[src/rtl/simd_pkg.sv]
// Package: shared opcode encoding and data geometry for the packed SIMD unit.
// Assumes the data word is an exact multiple of the lane width and splits into two halves.
package simd_pkg;
    typedef enum logic [3:0] {
        OP_ADD_SC   = 4'd0,
        OP_ADD_WC   = 4'd1,
        OP_ADD_QB   = 4'd2,
        OP_ADD_QBS  = 4'd3,
        OP_CMPR_EQ  = 4'd4,
        OP_CMPR_LT  = 4'd5,
        OP_CMPR_LE  = 4'd6,
        OP_CMPF_EQ  = 4'd7,
        OP_CMPF_LT  = 4'd8,
        OP_CMPF_LE  = 4'd9,
        OP_HCMP_EQ  = 4'd10,
        OP_HCMP_LT  = 4'd11,
        OP_HCMP_LE  = 4'd12,
        OP_BITREV   = 4'd13,
        OP_RSVD14   = 4'd14,
        OP_RSVD15   = 4'd15
    } simd_op_e;
endpackage

[src/rtl/simd_lane_adder.sv]
// Module: full-width adder with carry in/out plus per-lane wrapping and saturating sums.
// Assumes DATA_W = LANE_W * NUM_LANES; lanes are unsigned and isolated from each other.
module simd_lane_adder #(
    parameter int LANE_W    = 8,
    parameter int NUM_LANES = 4,
    localparam int DATA_W   = LANE_W * NUM_LANES
) (
    input  logic [DATA_W-1:0] a,
    input  logic [DATA_W-1:0] b,
    input  logic              cin,
    output logic [DATA_W-1:0] sum,
    output logic              cout,
    output logic [DATA_W-1:0] lane_wrap,
    output logic [DATA_W-1:0] lane_sat
);
    // Wide add used by the carry-chaining operations.
    always_comb begin
        {cout, sum} = {1'b0, a} + {1'b0, b} + {{DATA_W{1'b0}}, cin};
    end

    for (genvar g = 0; g < NUM_LANES; g++) begin : g_lane
        logic [LANE_W:0] lsum;
        // Per-lane sum with its own carry bit, then wrap or clamp.
        always_comb begin
            lsum = {1'b0, a[g*LANE_W +: LANE_W]} + {1'b0, b[g*LANE_W +: LANE_W]};
            lane_wrap[g*LANE_W +: LANE_W] = lsum[LANE_W-1:0];
            lane_sat[g*LANE_W +: LANE_W]  = lsum[LANE_W] ? {LANE_W{1'b1}} : lsum[LANE_W-1:0];
        end

        // Checks a clamped lane never falls below either addend.
        always_comb begin

            sat_floor_chk: assert (lane_sat[g*LANE_W +: LANE_W] >= a[g*LANE_W +: LANE_W]
                                && lane_sat[g*LANE_W +: LANE_W] >= b[g*LANE_W +: LANE_W]);
        end
    end
endmodule

[src/rtl/simd_lane_compare.sv]
// Module: unsigned per-lane byte compares and signed per-half compares.
// Assumes the word divides into NUM_LANES lanes and exactly two halves; bit 1 of half flags is the upper half.
module simd_lane_compare #(
    parameter int LANE_W    = 8,
    parameter int NUM_LANES = 4,
    localparam int DATA_W   = LANE_W * NUM_LANES,
    localparam int HALF_W   = DATA_W / 2
) (
    input  logic [DATA_W-1:0]    a,
    input  logic [DATA_W-1:0]    b,
    output logic [NUM_LANES-1:0] lane_eq,
    output logic [NUM_LANES-1:0] lane_lt,
    output logic [NUM_LANES-1:0] lane_le,
    output logic [1:0]           half_eq,
    output logic [1:0]           half_lt,
    output logic [1:0]           half_le
);
    for (genvar g = 0; g < NUM_LANES; g++) begin : g_lane
        // Unsigned relation of one lane pair.
        always_comb begin
            lane_eq[g] = a[g*LANE_W +: LANE_W] == b[g*LANE_W +: LANE_W];
            lane_lt[g] = a[g*LANE_W +: LANE_W] <  b[g*LANE_W +: LANE_W];
            lane_le[g] = a[g*LANE_W +: LANE_W] <= b[g*LANE_W +: LANE_W];
        end

        // Checks less-or-equal covers both equality and less-than.
        always_comb begin

            lane_le_cover_chk: assert (lane_le[g] == (lane_eq[g] | lane_lt[g]));
        end
    end

    for (genvar h = 0; h < 2; h++) begin : g_half
        logic signed [HALF_W-1:0] ha;
        logic signed [HALF_W-1:0] hb;
        // Signed relation of one half-word pair.
        always_comb begin
            ha = $signed(a[h*HALF_W +: HALF_W]);
            hb = $signed(b[h*HALF_W +: HALF_W]);
            half_eq[h] = ha == hb;
            half_lt[h] = ha <  hb;
            half_le[h] = ha <= hb;
        end

        // Checks strict and equal outcomes of a half are exclusive.
        always_comb begin

            half_excl_chk: assert (!(half_eq[h] && half_lt[h]));
        end
    end
endmodule

[src/rtl/simd_ctrl_reg.sv]
// Module: control state holding the sticky carry and per-bit write-masked condition bits.
// Assumes the caller already qualifies the write enables with the block's write strobe.
module simd_ctrl_reg #(
    parameter int COND_W = 4
) (
    input  logic              clk,
    input  logic              rst_n,
    input  logic              carry_we,
    input  logic              carry_d,
    input  logic [COND_W-1:0] cond_mask,
    input  logic [COND_W-1:0] cond_d,
    output logic              carry_q,
    output logic [COND_W-1:0] cond_q
);
    // Carry flag register, loaded only when enabled.
    always_ff @(posedge clk) begin
        if (!rst_n)        carry_q <= 1'b0;
        else if (carry_we) carry_q <= carry_d;
    end

    for (genvar g = 0; g < COND_W; g++) begin : g_cond
        // One condition bit, loaded only when its mask bit is set.
        always_ff @(posedge clk) begin
            if (!rst_n)            cond_q[g] <= 1'b0;
            else if (cond_mask[g]) cond_q[g] <= cond_d[g];
        end


        cond_keep_chk: assert property (@(posedge clk) disable iff (!rst_n)
            !cond_mask[g] |=> $stable(cond_q[g]));
    end
endmodule

[src/rtl/simd_qb_unit.sv]
// Module: top of the packed SIMD add/compare unit; decodes the opcode and registers the result.
// Assumes one operation per enabled edge; reserved opcodes and a low strobe change nothing.
module simd_qb_unit #(
    parameter int LANE_W    = 8,
    parameter int NUM_LANES = 4,
    localparam int DATA_W   = LANE_W * NUM_LANES,
    localparam int HALF_W   = DATA_W / 2,
    localparam int COND_W   = NUM_LANES
) (
    input  logic              clk,
    input  logic              rst_n,
    input  logic              wr_en,
    input  logic [3:0]        op,
    input  logic [DATA_W-1:0] src_a,
    input  logic [DATA_W-1:0] src_b,
    output logic [DATA_W-1:0] result,
    output logic              carry_flag,
    output logic [COND_W-1:0] cond_bits
);
    import simd_pkg::*;

    simd_op_e            op_e;
    logic                add_cin;
    logic [DATA_W-1:0]   wide_sum;
    logic                wide_cout;
    logic [DATA_W-1:0]   qb_wrap;
    logic [DATA_W-1:0]   qb_sat;
    logic [NUM_LANES-1:0] b_eq, b_lt, b_le;
    logic [1:0]          h_eq, h_lt, h_le;
    logic [HALF_W-1:0]   rev_lo;
    logic                res_we;
    logic [DATA_W-1:0]   res_d;
    logic                carry_we_raw;
    logic [COND_W-1:0]   cond_mask_raw;
    logic [COND_W-1:0]   cond_d;

    assign op_e    = simd_op_e'(op);
    assign add_cin = (op_e == OP_ADD_WC) ? carry_flag : 1'b0;

    simd_lane_adder #(.LANE_W(LANE_W), .NUM_LANES(NUM_LANES)) u_adder (
        .a(src_a), .b(src_b), .cin(add_cin),
        .sum(wide_sum), .cout(wide_cout),
        .lane_wrap(qb_wrap), .lane_sat(qb_sat)
    );

    simd_lane_compare #(.LANE_W(LANE_W), .NUM_LANES(NUM_LANES)) u_cmp (
        .a(src_a), .b(src_b),
        .lane_eq(b_eq), .lane_lt(b_lt), .lane_le(b_le),
        .half_eq(h_eq), .half_lt(h_lt), .half_le(h_le)
    );

    // Reverses the bit order of the low half of the first source.
    always_comb begin
        for (int i = 0; i < HALF_W; i++) rev_lo[i] = src_a[HALF_W-1-i];
    end

    // Opcode decode: selects the next result and which control bits load.
    always_comb begin
        res_we        = 1'b0;
        res_d         = result;
        carry_we_raw  = 1'b0;
        cond_mask_raw = '0;
        cond_d        = '0;
        case (op_e)
            OP_ADD_SC:  begin res_we = 1'b1; res_d = wide_sum; carry_we_raw = 1'b1; end
            OP_ADD_WC:  begin res_we = 1'b1; res_d = wide_sum; end
            OP_ADD_QB:  begin res_we = 1'b1; res_d = qb_wrap; end
            OP_ADD_QBS: begin res_we = 1'b1; res_d = qb_sat; end
            OP_CMPR_EQ: begin res_we = 1'b1; res_d = {{(DATA_W-NUM_LANES){1'b0}}, b_eq}; end
            OP_CMPR_LT: begin res_we = 1'b1; res_d = {{(DATA_W-NUM_LANES){1'b0}}, b_lt}; end
            OP_CMPR_LE: begin res_we = 1'b1; res_d = {{(DATA_W-NUM_LANES){1'b0}}, b_le}; end
            OP_CMPF_EQ: begin cond_mask_raw = '1; cond_d = b_eq; end
            OP_CMPF_LT: begin cond_mask_raw = '1; cond_d = b_lt; end
            OP_CMPF_LE: begin cond_mask_raw = '1; cond_d = b_le; end
            OP_HCMP_EQ: begin cond_mask_raw[1:0] = 2'b11; cond_d[1:0] = h_eq; end
            OP_HCMP_LT: begin cond_mask_raw[1:0] = 2'b11; cond_d[1:0] = h_lt; end
            OP_HCMP_LE: begin cond_mask_raw[1:0] = 2'b11; cond_d[1:0] = h_le; end
            OP_BITREV:  begin res_we = 1'b1; res_d = {{HALF_W{1'b0}}, rev_lo}; end
            default:    begin res_we = 1'b0; end
        endcase
    end

    // Result register, loaded on strobed edges by result-producing opcodes.
    always_ff @(posedge clk) begin
        if (!rst_n)               result <= '0;
        else if (wr_en && res_we) result <= res_d;
    end

    simd_ctrl_reg #(.COND_W(COND_W)) u_ctrl (
        .clk(clk), .rst_n(rst_n),
        .carry_we(wr_en & carry_we_raw), .carry_d(wide_cout),
        .cond_mask(cond_mask_raw & {COND_W{wr_en}}), .cond_d(cond_d),
        .carry_q(carry_flag), .cond_q(cond_bits)
    );


    idle_hold_chk: assert property (@(posedge clk) disable iff (!rst_n)
        !wr_en |=> ($stable(result) && $stable(carry_flag) && $stable(cond_bits)));


    carry_only_sc_chk: assert property (@(posedge clk) disable iff (!rst_n)
        (wr_en && op != 4'd0) |=> $stable(carry_flag));


    cmp_upper_zero_chk: assert property (@(posedge clk) disable iff (!rst_n)
        (wr_en && op >= 4'd4 && op <= 4'd6) |=> (result[DATA_W-1:NUM_LANES] == '0));


    rev_upper_zero_chk: assert property (@(posedge clk) disable iff (!rst_n)
        (wr_en && op == 4'd13) |=> (result[DATA_W-1:HALF_W] == '0));


    flag_cmp_keeps_result_chk: assert property (@(posedge clk) disable iff (!rst_n)
        (wr_en && op >= 4'd7 && op <= 4'd12) |=> $stable(result));
endmodule

[config.mk]
export PLATFORM = sky130hd
export DESIGN_NAME = simd_qb_unit
export DESIGN_NICKNAME = d
export VERILOG_FILES = /design/src/rtl/simd_pkg.sv /design/src/rtl/simd_lane_adder.sv /design/src/rtl/simd_lane_compare.sv /design/src/rtl/simd_ctrl_reg.sv /design/src/rtl/simd_qb_unit.sv
export SDC_FILE = /design/constraint.sdc
export NUM_CORES = 1
export LEC_CHECK = 0
export ABC_CLOCK_PERIOD_IN_PS = 3200
export BUFFER_PORTS_ARGS = -buffer_cell sky130_fd_sc_hd__buf_2
export CORE_MARGIN = 3
export CORE_UTILIZATION = 40
export DETAILED_ROUTE_END_ITERATION = 7
export SLEW_MARGIN = 20
export SYNTH_ARGS = -nofsm -noshare
export SYNTH_HDL_FRONTEND = slang
export SYNTH_SLANG_ARGS = --single-unit
[constraint.sdc]
create_clock -name clk -period 3.2 [get_ports clk]
set_input_delay 0.16 -clock clk [delete_from_list [all_inputs] [get_ports clk]]
set_output_delay 0.16 -clock clk [all_outputs]
set_load 0.005 [all_outputs]
* Yosys cells after proc, flatten, opt, wreduce, memory -nomap -nowiden
Index checks and enable logic that the tools add are counted.
Operators by class: reduce and logical (&&, ||, !) cells 8, bitwise gates (word level) 2, mux-type cells 12, equal/unequal tests 19, add/subtract/negate cells 6, $lt $le $gt $ge 12
Operators by type and width (count):
- $pmux 32 s7 | 1
- $add 8x8->9 | 4
- $add 32x32->33 | 1
- $add 33x1->33 | 1
- $eq 16x16->1 | 2
- $eq 8x8->1 | 4
- $le 16x16->1 | 2
- $le 8x8->1 | 4
- $lt 16x16->1 | 2
- $lt 8x8->1 | 4
- $mux 8 | 4
- $eq 4x4->1 const B | 6
- $eq 4x3->1 const B | 4
- $pmux 2 s6 | 1
- $eq 4x2->1 const B | 2
- $reduce_or 8->1 | 1
- $reduce_bool 7->1 | 1
- $pmux 2 s3 | 1
- $reduce_or 6->1 | 1
- $and 4x4->4 | 1
- $eq 4x1->1 const B | 1
- $logic_not 4->1 | 1
- $mux 2 | 2
- $mux 1 | 3
- other kinds (5) | 5
Storage, ports and cells: output and inout port bits 37, word-level logic and storage cells 65, input bits 71, bits in registers 37

* Depth between registers and ports, before layout
Gate-level depths: netlist of the first run.
depth in word-level cells 5, gate-level depth with buffers 13, mapped depth without buffers 13

* By module
From an unflattened synthesis of the first run, not the netlist that was laid out.
Unflattened totals: cell total of the unflattened synthesis 781, area total of the unflattened synthesis 6028.3 µm²
Modules (own cells, without submodules):
- simd_lane_adder | times used 1, area each 2750.1 µm², sequential area each 0.0 µm², cells each 374
- simd_qb_unit | times used 1, area each 2100.8 µm², sequential area each 640.6 µm², cells each 250
- simd_lane_compare | times used 1, area each 996.0 µm², sequential area each 0.0 µm², cells each 142
- simd_ctrl_reg | times used 1, area each 181.4 µm², sequential area each 100.1 µm², cells each 15

* Worst setup path before layout of the first run
Ideal clock, no wire load.
path kind input to register, start input port op[3], end register result[28], library setup time 121 ps, arrival time 2779 ps, setup slack 300 ps, data required time 3079 ps, stages on the path 13, buffers on the path 1, path through clkbuf_1 > nor2_1 > nand3_1 > fa_1 > fa_1 > o21bai_1 > a21oi_1 > o221ai_4 > a41oi_4 > o31a_1 > o21ai_2 > xnor2_1 > o21ai_2
On the way: longest elaborated chain between the ends 5, elaborated cells on any way between the ends 17, those cells by class add/sub (1); eq/ne (7); mux (3); reduce/logical (6)
RTL lines:
- from (decl) | RTL line simd_qb_unit.sv:13 | input logic [3:0] op,
- branches (longest 5 deep; another with $add 33x1->33)
- to (signal assigned) | RTL line simd_qb_unit.sv:86 | else if (wr_en && res_we) result <= res_d;
- to (decl) | RTL line simd_qb_unit.sv:16 | output logic [DATA_W-1:0] result,
Several ways; the timed one is not identified. A chain may end at the register's enable or synchronous reset.

* Worst setup path in the final report of the first run
start input port op[3], end register result[24]
Same word-level chain as after synthesis.

==> reports/qor.json, run 1 <==
{
  "place_ws": {"value": -27.7, "unit": "ps"},
  "timing.critical_path.arrival": {"value": 3140, "unit": "ps"},
  "gp_congestion": {"value": 0.946},
  "syn_area": {"value": 5400, "unit": "sq um"},
  "die_area": {"value": 14900, "unit": "sq um"},
  "post_synth_main_area_contributors": {"value": "sky130_fd_sc_hd__ha_1 15%, sky130_fd_sc_hd__dfxtp_1 14%, sky130_fd_sc_hd__a21oi_1 7.1%, sky130_fd_sc_hd__xnor2_1 6.3%, sky130_fd_sc_hd__o21ai_0 5.0%"},
  "synthDominantCellAreaShare": {"value": 0.153},
  "grt_remaining_overflow": {"value": 0},
  "reg2regPathDepth": {"value": 11},
  "clkSinkCount": {"value": 37},
  "netlist-cell-type-count": {"value": 64},
  "buffers_added_on_ports": {"value": 107},
  "max-clock-path-buffers": {"value": 2},
  "max_slew.worst_pin.slew": {"value": 955, "unit": "ps"},
  "yosys_most_used_dff": {"value": "sky130_fd_sc_hd__dfxtp_1"},
  "drt-initial-drc-count": {"value": 729},
  "hold_viol_final": {"value": 0},
  "io_pins": {"value": 108},
  "fp.dieH": {"value": 122, "unit": "um"},
  "synthesis.nets": {"value": 915},
  "post-layout-total-power": {"value": 2.28, "unit": "mW"},
  "routed_via_density": {"value": 6.02},
  "worst_flop_to_flop_path_endpoint": {"value": "result[24]$_SDFFE_PN0P_"},
  "hold_depth": {"value": 2},
  "setup-violations-final": {"value": 0},
  "grt_antenna_before_repair": {"value": 0},
  "core_ar": {"value": 12900, "unit": "sq um"},
  "holdCritStartpoint": {"value": "wr_en"},
  "clk_transition_reported_paths": {"value": 70, "unit": "ps"},
  "syn-mean-instance-area": {"value": 7.00, "unit": "sq um"},
  "hold_path_end": {"value": "u_ctrl.cond_q[3]$_SDFFE_PN0P_"},
  "max_slew_margin": {"value": 0.363},
  "wirelength": {"value": 20.9, "unit": "mm"},
  "status": {"value": "finished clean"},
  "wl_per_cell": {"value": 20.3, "unit": "um"},
  "critPathBufInv": {"value": 1},
  "rr_startpoint": {"value": "u_ctrl.carry_q$_SDFFE_PN0P_"},
  "placed_area": {"value": 6110, "unit": "sq um"},
  "cp_common_cell": {"value": "sky130_fd_sc_hd__a21oi_1"},
  "grt_first_pass_wirelength": {"value": 31.8, "unit": "mm"},
  "critical_path_class": {"value": "in2reg"},
  "final.min_clock_period": {"value": 2960, "unit": "ps"},
  "drc": {"value": 0},
  "grt_max_degree": {"value": 47},
  "final_min_period_over_clock_period": {"value": 0.924},
  "drt-pass1-iter-count": {"value": 7},
  "insertion_delay": {"value": 300, "unit": "ps"},
  "detailed_place_hpwl": {"value": 16.9, "unit": "mm"},
  "final_layout_size_suffix_gt1_frac": {"value": 0.187},
  "max_clock_freq": {"value": 338, "unit": "MHz"},
  "timing_max_transition_violations_final": {"value": 0},
  "num_rows": {"value": 41},
  "part_of_the_yosys_area_used_for_sequential_elements": {"value": 0.137},
  "ys_ff_latch": {"value": 37},
  "timing.reg2reg.setup_slack": {"value": 260, "unit": "ps"},
  "maxCapViolCount": {"value": 0},
  "nFillCells": {"value": 1343},
  "power.density_cell_area": {"value": 362, "unit": "nW/um^2"},
  "tritoncts": {"value": "built"},
  "end_kind": {"value": "register"},
  "cts_resized": {"value": 0},
  "synth_top_area_cell": {"value": "sky130_fd_sc_hd__ha_1"},
  "critical_path.cell_chain": {"value": "buf_2 -> nor2_1 -> nand3_1 -> fa_1 -> fa_1 -> o21bai_1 -> a21oi_1 -> o221ai_4 -> a41oi_4 -> o31a_1 -> a21oi_1 -> o22a_1 -> a21oi_1"},
  "clockRootBuffer": {"value": "sky130_fd_sc_hd__clkbuf_16"},
  "timing.critical_path.max_delay_family": {"value": "compound AO/OA/AOI/OAI gates"},
  "holdBufCountCts": {"value": 0},
  "required": {"value": 3380, "unit": "ps"},
  "async_reset_ff_frac": {"value": 0},
  "grt_setup_unrepaired": {"value": "no"},
  "worst_hold_path_class": {"value": "in2reg"},
  "worst_clock_skew": {"value": 13.3, "unit": "ps"},
  "maximum_fanout_encountered_on_the_critical_timing_path": {"value": 6},
  "postLayoutCellArea": {"value": 6300, "unit": "sq um"},
  "netlist_instances": {"value": 772},
  "critical_path.slowest_cell": {"value": "sky130_fd_sc_hd__fa_1"},
  "die_width": {"value": 122, "unit": "um"},
  "seqCellArea": {"value": 741, "unit": "sq um"},
  "cellLeakagePower": {"value": 2.81, "unit": "nW"},
  "mostFrequentLayoutCell": {"value": "sky130_fd_sc_hd__buf_2"},
  "worst_slack": {"value": 243, "unit": "ps"},
  "cp-start-kind": {"value": "primary input"},
  "grt_use_total": {"value": 0.275},
  "num_vias": {"value": 6212},
  "cts_htree_levels": {"value": 2},
  "multi_input_comb_area": {"value": 4200, "unit": "sq um"},
  "worst_path_largest_cell_delay": {"value": 460, "unit": "ps"},
  "initial_core_util": {"value": 0.418},
  "layout_stage_area_growth_over_the_synthesis_result": {"value": 16.6, "unit": "%"},
  "layout_common_cells": {"value": "107 x sky130_fd_sc_hd__buf_2, 77 x sky130_fd_sc_hd__a21oi_1, 66 x sky130_fd_sc_hd__ha_1"},
  "synth_enable_flop_cells": {"value": 0},
  "nNetsFinal": {"value": 1002},
  "yosys_warnings": {"value": 0},
  "final_antenna_net_count": {"value": 0},
  "first_global_vias": {"value": 5567},
  "cts_post_setup_buffers_inserted": {"value": 0},
  "clock_buffer_count_from_cts": {"value": 5},
  "ir_worst_vdd": {"value": 0.268, "unit": "mV"},
  "antenna-diode-count": {"value": 0}
}
layout make-up:
class	count	share of cell area
sequential	37	0.118
clock inverter	3	0.0109
tap	172	0.0342
timing repair buffer	127	0.109
multi-input combinational	618	0.667
clock buffer	5	0.0199
inverter	70	0.0417
registers in the layout, indices dropped and copies added (netlist names):
name and cells:
result 32, u_ctrl.cond_q 4, u_ctrl.carry_q 1
worst max path at each step:
stage	start	to	slack, ps	cells after the start
3_5_place_dp	op[3]	result[24]$_SDFFE_PN0P_	-30	13
3_3_place_gp	op[3]	result[24]$_SDFFE_PN0P_	60	13
4_1_cts	u_ctrl.carry_q$_SDFFE_PN0P_	result[24]$_SDFFE_PN0P_	290	11
2_1_floorplan	op[3]	result[28]$_SDFFE_PN0P_	300	13
5_1_grt	op[3]	result[24]$_SDFFE_PN0P_	60	13
6_report	op[3]	result[24]$_SDFFE_PN0P_	240	13
stage by stage:
stage	setup TNS (ps)	hold slack [ps]	utilization	instances
after floorplan	0	250	-	772
after global placement	0	444	0.472	1024
after global routing	0	162	0.487	1032
after CTS	0	137	0.487	1032
after detailed placement	-44.8	450	0.472	1024
final	0	137	0.487	1032
power by group:
part           total (mW)  internal, mW  switching (mW)
clock               0.697         0.451           0.247
sequential          0.530         0.502          0.0275
combinational        1.05         0.399           0.654
logic make-up (layout without fill, tap and decap cells):
| logic type | Yosys count | in the layout | synth area share |
|---|---|---|---|
| compound gates | 286 | 286 | 0.338 |
| simple gates | 215 | 215 | 0.191 |
| xor+xnor | 42 | 42 | 0.0681 |
| fa+ha+maj | 72 | 72 | 0.175 |
| mux | 3 | 3 | 0.00556 |
| flops | 37 | 37 | 0.137 |
| buf+inv | 117 | 205 | 0.0852 |
per-layer routing:
layer | wire length [um] | share of wire | GRT usage
met5 | 0 | 0 | 0
met2 | 8760 | 0.42 | 0.397
met3 | 2290 | 0.11 | 0.0677
met4 | 278 | 0.013 | 0.0504
met1 | 9610 | 0.46 | 0.416
worst reg2reg max path, delay by kind of cell, from the launching register on:
kind,cells,cell delay (ps)
AO/OA/AOI/OAI,8,1450
adder cells (fa/ha/maj),2,860
flip-flops,1,360
AND/OR/NAND/NOR,1,160
Yosys cell counts (all sizes together) (3+ instances only):
| library cell | number |
|---|---|
| a221oi | 10 |
| o21bai | 14 |
| and3 | 6 |
| o21a | 6 |
| nand2 | 56 |
| ha | 66 |
| xor2 | 3 |
| o21ai | 77 |
| nand2b | 10 |
| mux2i | 3 |
| nor2 | 63 |
| nor4 | 11 |
| and2 | 8 |
| buf | 10 |
| o221ai | 3 |
| a211oi | 5 |
| nand4 | 10 |
| nor3 | 10 |
| o22ai | 5 |
| fa | 6 |
| inv | 70 |
| nand3 | 21 |
| a21boi | 4 |
| clkbuf | 37 |
| a21oi | 78 |
| nor2b | 13 |
| dfxtp | 37 |
| or2 | 3 |
| o31ai | 19 |
| o211ai | 15 |
| a21o | 7 |
| a31oi | 21 |
| a41oi | 3 |
| xnor2 | 39 |
Power figures use the tool's default switching activity.
==> run 2: changes to the inputs <==
--- a/config.mk
+++ b/config.mk
@@ -5,11 +5,13 @@
 export SDC_FILE = /design/constraint.sdc
 export NUM_CORES = 1
 export LEC_CHECK = 0
+export ABC_AREA = 0
 export ABC_CLOCK_PERIOD_IN_PS = 3200
 export BUFFER_PORTS_ARGS = -buffer_cell sky130_fd_sc_hd__buf_2
 export CORE_MARGIN = 3
 export CORE_UTILIZATION = 40
 export DETAILED_ROUTE_END_ITERATION = 7
+export PLACE_DENSITY_LB_ADDON = 0.05
 export SLEW_MARGIN = 20
 export SYNTH_ARGS = -nofsm -noshare
 export SYNTH_HDL_FRONTEND = slang
==> reports/qor.json, run 2 (synthesized netlist as in run 1, its figures left out) <==
{
  "cellLeakagePower": {"value": 2.81, "unit": "nW", "change": "about the same"},
  "critical_path.cell_chain": {"value": "nand3_1 -> fa_1 -> fa_1 -> o21bai_1 -> a21oi_1 -> o221ai_4 -> a41oi_4 -> o31a_1 -> a21oi_1 -> o22a_1 -> a21oi_1"},
  "critPathCapture": {"value": "result[24]$_SDFFE_PN0P_"},
  "timing_max_transition_violations_final": {"value": 0, "change": "unchanged"},
  "hold_viol_final": {"value": 0, "change": "unchanged"},
  "timing.critical_path.max_delay_family": {"value": "compound AO/OA/AOI/OAI gates"},
  "maxCapViolCount": {"value": 0, "change": "unchanged"},
  "max_slew_margin": {"value": 0.444, "change": "+0.0806"},
  "power.density_cell_area": {"value": 343, "unit": "nW/um^2", "change": "-5.2%"},
  "status": {"value": "finished clean"},
  "layout_stage_area_growth_over_the_synthesis_result": {"value": 16.4, "unit": "%"},
  "max_slew.worst_pin.slew": {"value": 832, "unit": "ps", "change": "-123 ps"},
  "tritoncts": {"value": "built"},
  "critical_path.slowest_cell": {"value": "sky130_fd_sc_hd__fa_1"},
  "timing.critical_path.arrival": {"value": 3130, "unit": "ps", "change": "about the same"},
  "grt_setup_unrepaired": {"value": "no"},
  "final_layout_size_suffix_gt1_frac": {"value": 0.189, "change": "+0.00189"},
  "insertion_delay": {"value": 290, "unit": "ps", "change": "about the same"},
  "wl_per_cell": {"value": 19.4, "unit": "um", "change": "-4.6%"},
  "clockRootBuffer": {"value": "sky130_fd_sc_hd__clkbuf_16"},
  "final_min_period_over_clock_period": {"value": 0.927, "change": "+0.00279"},
  "seqCellArea": {"value": 741, "unit": "sq um", "change": "unchanged"},
  "mostFrequentLayoutCell": {"value": "sky130_fd_sc_hd__buf_2"},
  "nFillCells": {"value": 1400, "change": "+4.2%"},
  "final.min_clock_period": {"value": 2970, "unit": "ps", "change": "+8.91 ps"},
  "post-layout-total-power": {"value": 2.16, "unit": "mW", "change": "-5.4%"},
  "max-clock-path-buffers": {"value": 2, "change": "unchanged"},
  "grt_use_total": {"value": 0.266, "change": "-0.00939"},
  "cp_common_cell": {"value": "sky130_fd_sc_hd__a21oi_1"},
  "num_rows": {"value": 41, "change": "unchanged"},
  "buffers_added_on_ports": {"value": 107, "change": "unchanged"},
  "die_width": {"value": 122, "unit": "um", "change": "unchanged"},
  "io_pins": {"value": 108, "change": "unchanged"},
  "required": {"value": 3370, "unit": "ps", "change": "about the same"},
  "worst_clock_skew": {"value": 9.60, "unit": "ps", "change": "-3.67 ps"},
  "end_kind": {"value": "register"},
  "fp.dieH": {"value": 122, "unit": "um", "change": "unchanged"},
  "drc": {"value": 0, "change": "unchanged"},
  "reg2regPathDepth": {"value": 11, "change": "unchanged"},
  "worst_flop_to_flop_path_endpoint": {"value": "result[24]$_SDFFE_PN0P_"},
  "holdCritStartpoint": {"value": "wr_en"},
  "antenna-diode-count": {"value": 0, "change": "unchanged"},
  "layout_common_cells": {"value": "107 x sky130_fd_sc_hd__buf_2, 77 x sky130_fd_sc_hd__a21oi_1, 66 x sky130_fd_sc_hd__ha_1"},
  "num_vias": {"value": 6102, "change": "-1.8%"},
  "maximum_fanout_encountered_on_the_critical_timing_path": {"value": 4, "change": "-2"},
  "cts_htree_levels": {"value": 2, "change": "unchanged"},
  "crit_cells": {"value": 11, "change": "-2"},
  "clock_buffer_count_from_cts": {"value": 5, "change": "unchanged"},
  "holdBufCountCts": {"value": 0, "change": "unchanged"},
  "grt_remaining_overflow": {"value": 0, "change": "unchanged"},
  "grt_max_degree": {"value": 41, "change": "-13%"},
  "worst_path_largest_cell_delay": {"value": 490, "unit": "ps", "change": "+30 ps"},
  "clkSinkCount": {"value": 37, "change": "unchanged"},
  "critPathBufInv": {"value": 0, "change": "-1"},
  "grt_first_pass_wirelength": {"value": 31.4, "unit": "mm", "change": "-1.1%"},
  "cts_resized": {"value": 0, "change": "unchanged"},
  "gp_congestion": {"value": 0.958, "change": "+1.3%"},
  "timing.reg2reg.setup_slack": {"value": 230, "unit": "ps", "change": "-30 ps"},
  "max_flop_register": {"value": "result"},
  "timing.setup.tns": {"value": 0, "unit": "ps", "change": "unchanged"},
  "worstSetupStartpoint": {"value": "u_ctrl.carry_q$_SDFFE_PN0P_"},
  "wirelength": {"value": 20.0, "unit": "mm", "change": "-4.4%"},
  "multi_input_comb_area": {"value": 4200, "unit": "sq um", "change": "unchanged"},
  "worst_hold_path_class": {"value": "in2reg"},
  "drt-pass1-iter-count": {"value": 5, "change": "-2"},
  "nNetsFinal": {"value": 1004, "change": "+0.20%"},
  "detailed_place_hpwl": {"value": 16.3, "unit": "mm", "change": "-3.1%"},
  "rr_startpoint": {"value": "u_ctrl.carry_q$_SDFFE_PN0P_"},
  "cts_post_setup_buffers_inserted": {"value": 0, "change": "unchanged"},
  "critical_path_class": {"value": "reg2reg"},
  "cp-start-kind": {"value": "register"},
  "grt_antenna_before_repair": {"value": 0, "change": "unchanged"},
  "clk_transition_reported_paths": {"value": 70, "unit": "ps", "change": "about the same"},
  "max_clock_freq": {"value": 337, "unit": "MHz", "change": "-0.30%"},
  "final_antenna_net_count": {"value": 0, "change": "unchanged"},
  "biggestRegsByFlops": {"value": "result: 32 flops, u_ctrl.cond_q: 4 flops, u_ctrl.carry_q: 1 flops"},
  "ir_worst_vdd": {"value": 0.203, "unit": "mV", "change": "-24%"},
  "first_global_vias": {"value": 5704, "change": "+2.5%"},
  "drt-initial-drc-count": {"value": 517, "change": "-29%"},
  "routed_via_density": {"value": 5.90, "change": "-2.0%"},
  "largest_register_ff_count": {"value": 32, "change": "unchanged"},
  "die_area": {"value": 14900, "unit": "sq um", "change": "unchanged"},
  "setup-violations-final": {"value": 0, "change": "unchanged"},
  "initial_core_util": {"value": 0.418, "change": "unchanged"},
  "core_ar": {"value": 12900, "unit": "sq um", "change": "unchanged"}
}
==> run 2: cell types whose count changed in the layout (fill, tap and decap cells not counted) <==
cell,delta
sky130_fd_sc_hd__buf_4,+2
sky130_fd_sc_hd__bufinv_16,-1
sky130_fd_sc_hd__clkinv_2,+1
==> run 2: final cells by class <==
cell class                      count  area share
Timing Repair Buffer              129       0.111
Clock inverter                      3     0.00696
Multi-Input combinational cell    618       0.668
Inverter                           70      0.0418
Tap cell                          172      0.0342
Clock buffer                        5      0.0199
Sequential cell                    37       0.118
==> run 2: report_power, final <==
part	switching (mW)	total (mW)	internal (mW)
Sequential	0.0232	0.526	0.503
Clock	0.223	0.592	0.370
Combinational	0.636	1.04	0.404
==> run 2: worst reg2reg max path: cells and delay by family, from the launching register on <==
kind | cells | cell delay [ps]
DFF | 1 | 360
AOI/OAI and AO/OA | 8 | 1440
adders and majority gates | 2 | 930
and+or+nand+nor | 1 | 120
==> run 2: how the worst min path moves through the flow <==
stage | endpoint | slack, ps | depth (start not counted)
after floorplan | u_ctrl.cond_q[2]$_SDFFE_PN0P_ | 250 | 1
after global placement | u_ctrl.cond_q[2]$_SDFFE_PN0P_ | 440 | 2
after detailed placement | u_ctrl.cond_q[3]$_SDFFE_PN0P_ | 450 | 2
after CTS | u_ctrl.cond_q[3]$_SDFFE_PN0P_ | 140 | 2
after global routing | u_ctrl.cond_q[3]$_SDFFE_PN0P_ | 160 | 2
final | u_ctrl.cond_q[3]$_SDFFE_PN0P_ | 150 | 2
==> run 2: layer usage <==
layer | wire, um | vias to the layer above | part of all wire | track usage
met5 | 0 | - | 0 | 0
li1 | - | 2941 | - | -
met2 | 8190 | 272 | 0.41 | 0.387
met3 | 1700 | 12 | 0.085 | 0.0502
met1 | 9990 | 2877 | 0.50 | 0.413
met4 | 136 | 0 | 0.0068 | 0.0350
==> run 2: stage by stage <==
step | instances | cell area, sq um | hold slack (ps) | setup WS, ps | util
final | 1034 | 6290 | 150 | 234 | 0.487
after global routing | 1034 | 6290 | 164 | 136 | 0.487
after CTS | 1034 | 6290 | 136 | 266 | 0.487
after detailed placement | 1026 | 6120 | 446 | 138 | 0.473
after global placement | 1026 | 6120 | 439 | 208 | 0.473
after floorplan | 772 | 5400 | 250 | 300 | -
